--- config.mk ---
export PLATFORM = sky130hd
export DESIGN_NAME = mmu_access_check
export DESIGN_NICKNAME = d
export VERILOG_FILES = /design/src/rtl/mmu_chk_pkg.sv /design/src/rtl/mmu_align_check.sv /design/src/rtl/mmu_prot_check.sv /design/src/rtl/mmu_fault_capture.sv /design/src/rtl/mmu_access_check.sv
export SDC_FILE = /design/constraint.sdc
export NUM_CORES = 1
export LEC_CHECK = 0
export BUFFER_PORTS_ARGS = -buffer_cell sky130_fd_sc_hd__buf_2
export CAP_MARGIN = 15
export CORE_MARGIN = 2
export CORE_UTILIZATION = 43
export CTS_BUF_LIST = sky130_fd_sc_hd__clkbuf_2
export DETAILED_ROUTE_END_ITERATION = 16
export PLACE_DENSITY = 0.82
export SLEW_MARGIN = 20
export SYNTH_ARGS = -nofsm -noshare
export SYNTH_HDL_FRONTEND = slang
export SYNTH_SLANG_ARGS = --single-unit
--- constraint.sdc ---
create_clock -name clk_i -period 2.4 [get_ports clk_i]
set_input_delay 0.36 -clock clk_i [delete_from_list [all_inputs] [get_ports clk_i]]
set_output_delay 0.36 -clock clk_i [all_outputs]
set_load 0.02 [all_outputs]
--- src/rtl/mmu_chk_pkg.sv ---
package mmu_chk_pkg;
  typedef enum logic [1:0] {
    ACC_FETCH = 2'd0,
    ACC_READ  = 2'd1,
    ACC_WRITE = 2'd2,
    ACC_RSVD  = 2'd3
  } acc_kind_e;

  typedef enum logic [1:0] {
    SZ_BYTE = 2'd0,
    SZ_WORD = 2'd1,
    SZ_LONG = 2'd2,
    SZ_WIDE = 2'd3
  } acc_size_e;

  localparam int EV_W = 12;
  localparam logic [EV_W-1:0] EV_NONE     = 12'h000;
  localparam logic [EV_W-1:0] EV_CLEAN_WR = 12'h080;
  localparam logic [EV_W-1:0] EV_PROT_RD  = 12'h0A0;
  localparam logic [EV_W-1:0] EV_PROT_WR  = 12'h0C0;
  localparam logic [EV_W-1:0] EV_ALGN_RD  = 12'h0E0;
  localparam logic [EV_W-1:0] EV_ALGN_WR  = 12'h100;
  localparam logic [EV_W-1:0] VEC_GENERAL = 12'h100;

  // status word bits forced on exception entry
  localparam int SR_BLOCK_BIT = 28;
  localparam int SR_BANK_BIT  = 29;
  localparam int SR_MODE_BIT  = 30;

  typedef enum logic [1:0] {
    FLT_NONE,
    FLT_ALIGN,
    FLT_PROT,
    FLT_CLEAN
  } fault_kind_e;
endpackage

--- src/rtl/mmu_align_check.sv ---
module mmu_align_check
  import mmu_chk_pkg::*;
(
  input  logic [1:0] addr_lo_i,
  input  logic       addr_msb_i,
  input  acc_kind_e  kind_i,
  input  acc_size_e  size_i,
  input  logic       priv_i,
  output logic       misalign_o,
  output logic       area_viol_o
);
  logic fetch_odd, word_odd, long_off;

  always_comb begin
    fetch_odd = (kind_i == ACC_FETCH) && addr_lo_i[0];
    word_odd  = (size_i == SZ_WORD) && addr_lo_i[0];
    long_off  = ((size_i == SZ_LONG) || (size_i == SZ_WIDE)) && (addr_lo_i != 2'b00);
    misalign_o  = fetch_odd || word_odd || long_off;
    area_viol_o = !priv_i && addr_msb_i;
  end
endmodule

--- src/rtl/mmu_prot_check.sv ---
module mmu_prot_check
  import mmu_chk_pkg::*;
(
  input  logic       hit_i,
  input  logic [1:0] prot_i,
  input  logic       dirty_i,
  input  logic       priv_i,
  input  logic       is_write_i,
  output logic       prot_viol_o,
  output logic       clean_wr_o
);
  logic can_read, can_write;

  // prot[1]: user may access; prot[0]: writes allowed
  always_comb begin
    can_read  = priv_i || prot_i[1];
    can_write = can_read && prot_i[0];
    prot_viol_o = hit_i && (is_write_i ? !can_write : !can_read);
    clean_wr_o  = hit_i && is_write_i && can_write && !dirty_i;
  end
endmodule

--- src/rtl/mmu_fault_capture.sv ---
module mmu_fault_capture #(
  parameter int VA_W       = 32,
  parameter int PAGE_SHIFT = 10,
  parameter int ASID_W     = 8,
  parameter int WAY_W      = 2,
  localparam int VPN_W     = VA_W - PAGE_SHIFT
) (
  input  logic              clk_i,
  input  logic              rst_ni,
  input  logic              take_i,
  input  logic              tlb_ctx_i,
  input  logic [VA_W-1:0]   vaddr_i,
  input  logic [ASID_W-1:0] asid_i,
  input  logic [WAY_W-1:0]  way_i,
  output logic [VA_W-1:0]   fault_addr_o,
  output logic [VPN_W-1:0]  fault_vpn_o,
  output logic [ASID_W-1:0] fault_asid_o,
  output logic [WAY_W-1:0]  fault_way_o
);
  always_ff @(posedge clk_i or negedge rst_ni) begin
    if (!rst_ni) begin
      fault_addr_o <= '0;
    end else if (take_i) begin
      fault_addr_o <= vaddr_i;
    end
  end

  always_ff @(posedge clk_i or negedge rst_ni) begin
    if (!rst_ni) begin
      fault_vpn_o  <= '0;
      fault_asid_o <= '0;
      fault_way_o  <= '0;
    end else if (take_i && tlb_ctx_i) begin
      fault_vpn_o  <= vaddr_i[VA_W-1:PAGE_SHIFT];
      fault_asid_o <= asid_i;
      fault_way_o  <= way_i;
    end
  end
endmodule

--- src/rtl/mmu_access_check.sv ---
module mmu_access_check
  import mmu_chk_pkg::*;
#(
  parameter int VA_W       = 32,
  parameter int PAGE_SHIFT = 10,
  parameter int ASID_W     = 8,
  parameter int WAY_W      = 2,
  parameter int SR_W       = 32,
  localparam int VPN_W     = VA_W - PAGE_SHIFT
) (
  input  logic              clk_i,
  input  logic              rst_ni,
  input  logic              valid_i,
  input  logic [VA_W-1:0]   vaddr_i,
  input  logic [1:0]        kind_i,
  input  logic [1:0]        size_i,
  input  logic              priv_i,
  input  logic [ASID_W-1:0] asid_i,
  input  logic [SR_W-1:0]   sr_i,
  input  logic              tlb_hit_i,
  input  logic [WAY_W-1:0]  tlb_way_i,
  input  logic [1:0]        tlb_prot_i,
  input  logic              tlb_dirty_i,
  output logic              exc_o,
  output logic [EV_W-1:0]   exc_code_o,
  output logic [EV_W-1:0]   vec_off_o,
  output logic [SR_W-1:0]   sr_o,
  output logic [VA_W-1:0]   fault_addr_o,
  output logic [VPN_W-1:0]  fault_vpn_o,
  output logic [ASID_W-1:0] fault_asid_o,
  output logic [WAY_W-1:0]  fault_way_o
);
  acc_kind_e   kind;
  acc_size_e   size;
  logic        is_write;
  logic        misalign, area_viol, prot_viol, clean_wr;
  fault_kind_e fault;

  assign kind     = acc_kind_e'(kind_i);
  assign size     = acc_size_e'(size_i);
  assign is_write = (kind == ACC_WRITE);

  mmu_align_check u_align (
    .addr_lo_i  (vaddr_i[1:0]),
    .addr_msb_i (vaddr_i[VA_W-1]),
    .kind_i     (kind),
    .size_i     (size),
    .priv_i     (priv_i),
    .misalign_o (misalign),
    .area_viol_o(area_viol)
  );

  mmu_prot_check u_prot (
    .hit_i      (tlb_hit_i),
    .prot_i     (tlb_prot_i),
    .dirty_i    (tlb_dirty_i),
    .priv_i     (priv_i),
    .is_write_i (is_write),
    .prot_viol_o(prot_viol),
    .clean_wr_o (clean_wr)
  );

  // one event per access, highest priority wins
  always_comb begin
    fault = FLT_NONE;
    if (valid_i) begin
      if (misalign || area_viol) fault = FLT_ALIGN;
      else if (prot_viol)        fault = FLT_PROT;
      else if (clean_wr)         fault = FLT_CLEAN;
    end
  end

  always_comb begin
    exc_o      = (fault != FLT_NONE);
    exc_code_o = EV_NONE;
    unique case (fault)
      FLT_ALIGN: exc_code_o = is_write ? EV_ALGN_WR : EV_ALGN_RD;
      FLT_PROT:  exc_code_o = is_write ? EV_PROT_WR : EV_PROT_RD;
      FLT_CLEAN: exc_code_o = EV_CLEAN_WR;
      default:   exc_code_o = EV_NONE;
    endcase
    vec_off_o = exc_o ? VEC_GENERAL : '0;
  end

  always_comb begin
    sr_o = sr_i;
    if (exc_o) begin
      sr_o[SR_BLOCK_BIT] = 1'b1;
      sr_o[SR_BANK_BIT]  = 1'b1;
      sr_o[SR_MODE_BIT]  = 1'b1;
    end
  end

  mmu_fault_capture #(
    .VA_W      (VA_W),
    .PAGE_SHIFT(PAGE_SHIFT),
    .ASID_W    (ASID_W),
    .WAY_W     (WAY_W)
  ) u_cap (
    .clk_i       (clk_i),
    .rst_ni      (rst_ni),
    .take_i      (exc_o),
    .tlb_ctx_i   (fault == FLT_PROT || fault == FLT_CLEAN),
    .vaddr_i     (vaddr_i),
    .asid_i      (asid_i),
    .way_i       (tlb_way_i),
    .fault_addr_o(fault_addr_o),
    .fault_vpn_o (fault_vpn_o),
    .fault_asid_o(fault_asid_o),
    .fault_way_o (fault_way_o)
  );
endmodule

==> metrics.md <==
| Metric | Value |
|---|---|
| Cell taking the most area after synthesis | dfrtp_1 |
| Die area | 0.00784 mm^2 |
| Clock Sinks | 64 |
| RD Place Congestion | about 0.75 |
| Worst setup EP type | output port |
| Worst slew pin tran | 0.644 ns |
| Mapped cell area | 0.00308 mm^2 |
| Drt pass-1 iters | 4 |
| Diode count | 0 |
| Mapped Cells | between 200 and 300 |
| Maximum Capacitance Violations | 0 |
| Syn_area_per_cell | 10.6 um^2 |
| Max FO, Critical Path | 12 |
| Hold_buf cts | 1 |
| Period minus WS final | 2.03 ns |
| Share of Yosys cell area claimed by the top area cell type | 52.1% |
| Clock power share | a little over a fifth |
| Worst R2R Start | u_cap.fault_vpn_o[20] |
| Die Wd | 88.6 um |
| GR Util All Layers | roughly a fifth |
| Clock Path Buffers | 2 |
| Initial antenna violation count | 0 |
| Worst setup path endpoint | exc_code_o[7] |
| Psw | 1.18 mW |
| IO Port Bufs | approximately 130 |
| CTS tree | done |
| Hold Path Class | in -> reg |
| Clock transition at path regs | 0.20 ns |
| Area contributors post-synth | dfrtp_1, buf_4, mux2_1 |
| RSZ-0062 raised after global routing | no |
| Share of total power in combinational logic | 33.0% |
| Worst path arrival time | between 1.5 and 2 ns |
| Multi-input gate area | ~0.0011 mm^2 |
| Final Max Slew Viols | 0 |
| # resized after CTS | 0 |
| Static leakage | 1.90 nW |
| HPWL Detailed | 5.58 mm |
| Crit path kind | in -> out |
| H-tree lvl count | 3 |
| Routed length per instance | 15.6 um |
| I/O pins | 207 |
| Clock root buffer | clkbuf_2 |
| First-pass GRT wire length | 11.9 mm |
| Die height | between 80 and 90 um |
| FILL cells | about 640 |
| Area of the core | around 0.007 mm^2 |
| Hold Vio Cnt, Final | 0 |
| Total number of vias | 2,505 |
| Cell Count, Final, Fillers Out | 494 |
| Status | completed |
| DRC | 0 |
| Flop pwr share | 45.8% |
| Clk Latency, worst-skew pair | 0.49 ns |
| Tcrit/Tclk final | between 80% and 90% |
| DR iter-0 viols | 142 |
| Startpoint types | primary input |
| Starting Density | 44.8% |
| Total chip power | 3.10 mW |
| Finish-stage setup viols | 0 |
| WL final | 7.72 mm |
| Synth cell types | 23 |
| Placed Cells | 475 |
| TNS Setup | 0 ns |
| Switch share | 38.0% |
| Reg2Reg Capture Point | u_cap.fault_vpn_o[20] |
| Layout cells sized above 1 | 41.5% |
| Number of antenna-violating nets in the routed design | 0 |
| Grt ovf | 0 |
| Hold Startpoint | asid_i[7] |
| Rel. slew slack | 57.1% |
| CP required | a little over 2 ns |
| # rows | 30 |
| P_int | slightly below 2 mW |
| Largest net degree at the start of global routing | 39 |
| Register area | ~0.0016 mm^2 |
| Worst VDD drop | 0.437 mV |
| Reg2Reg Depth | 1 |
| Vias per inst | between 5 and 6 |
| Area growth, synth to finish | 20.5% |
| Seq/Total Area, Yosys | 52.1% |
| Syn. warnings | 0 |
| Nets | 479 |
| Post-CTS setup buffers | 0 |
| Number of CTS-inserted buffers | 9 |
| Fin util | between 50% and 60% |
| Max Clock Skew | 0 ns |
| Register-to-register setup slack | 1.60 ns |
| Pwr Density | 836 mW/mm^2 |
| CP startpoint | size_i[0] |
| Vias in the first global route | 2,423 |
| Max Freq | slightly below 500 MHz |
| Hold Path Depth | 2 |
| Synthesis-stage register bit count | 64 |
worst max-delay path, cell delays in order:
cell and delay, ns:
buf_2 0.09, o21bai_1 0.17, a221oi_2 0.26, nor3b_4 0.26, buf_4 0.24, a21o_1 0.12, buf_2 0.16
state kept, by name (all words and copies together), names as in the netlist:
signal,flops
u_cap.fault_asid_o,8
u_cap.fault_addr_o,32
u_cap.fault_way_o,2
u_cap.fault_vpn_o,22
power by group through the flow:
stage / registers (mW) / logic (mW) / clock network (mW)
after detailed placement: 1.44 / 1.03 / 0
after CTS: 1.42 / 1.03 / 0.673
after global routing: 1.45 / 1.11 / 0.727
after global placement: 1.43 / 1.01 / 0
after floorplan: 1.74 / 0.407 / 0
final: 1.42 / 1.02 / 0.655
through the flow:
stage	hold WS, ns	worst slack [ns]	cell area (um^2)
3_5_place_dp	0.419	0.354	3560
5_1_grt	-0.000242	0.210	3710
6_report	0.0556	0.369	3710
3_3_place_gp	0.401	0.368	3560
4_1_cts	0.0207	0.346	3690
2_1_floorplan	0.0644	0.264	3140
cells in the mapped netlist:
library cell	number
a211oi_1	1
a21o_1	1
a21oi_1	1
a221oi_2	1
a22o_1	1
buf_2	3
buf_4	52
clkbuf_1	14
conb_1	1
dfrtp_1	64
inv_1	3
mux2_1	28
mux2_2	4
nand2_1	36
nand2b_1	1
nor2_1	4
nor2b_1	1
nor3_1	2
nor3b_4	1
o21a_1	2
o21ai_0	32
o21bai_1	4
o22ai_1	32
cells by family (layout without fill, tap and decap cells):
| kind of cell | count (synthesis) | count (layout) | synth area share (%) |
|---|---|---|---|
| AOI/OAI and AO/OA | 75 | 75 | 14.6 |
| buffers and inverters | 72 | 163 | 15.3 |
| DFF | 64 | 64 | 52.1 |
| muxes | 32 | 32 | 11.7 |
| other | 1 | 19 | 0.122 |
| and+or+nand+nor | 45 | 45 | 6.22 |
cells in the final DEF, fill, tap and decap left out, drive strengths merged:
master	instances
buf	141
dfrtp	64
nand2	36
o21ai	32
o22ai	32
mux2	32
conb	19
clkbuf	9
o21bai	4
nor2	4
clkinv	4
inv	3
dlygate4sd3	3
o21a	2
nor3	2
clkinvlp	2
nor2b	1
a21oi	1
a221oi	1
a211oi	1
nand2b	1
nor3b	1
a22o	1
a21o	1
bufinv	1
area by class of cell:
cell class / count / share of cell area [%]
sequential: 64 / 43.2
multi-input combinational: 171 / 29.1
timing repair buffer: 144 / 21.0
tap: 96 / 3.24
clock inverter: 7 / 1.96
clock buffer: 9 / 1.21
inverter: 3 / 0.304
worst min path at each step:
stage / slack, ns / end
after floorplan: 0.06 / u_cap.fault_addr_o[0]
after global placement: 0.40 / u_cap.fault_asid_o[5]
after detailed placement: 0.42 / u_cap.fault_asid_o[5]
after CTS: 0.02 / u_cap.fault_way_o[1]
after global routing: -0.0002 / u_cap.fault_asid_o[4]
final: 0.06 / u_cap.fault_asid_o[7]
per-layer routing:
layer / part of all wire, % / GRT usage [%]
met5: 0 / 0
met4: 1.3 / 7.30
met3: 8.1 / 7.18
met2: 51 / 33.2
met1: 39 / 24.4
Note: power is estimated with default switching activity, not from simulation.
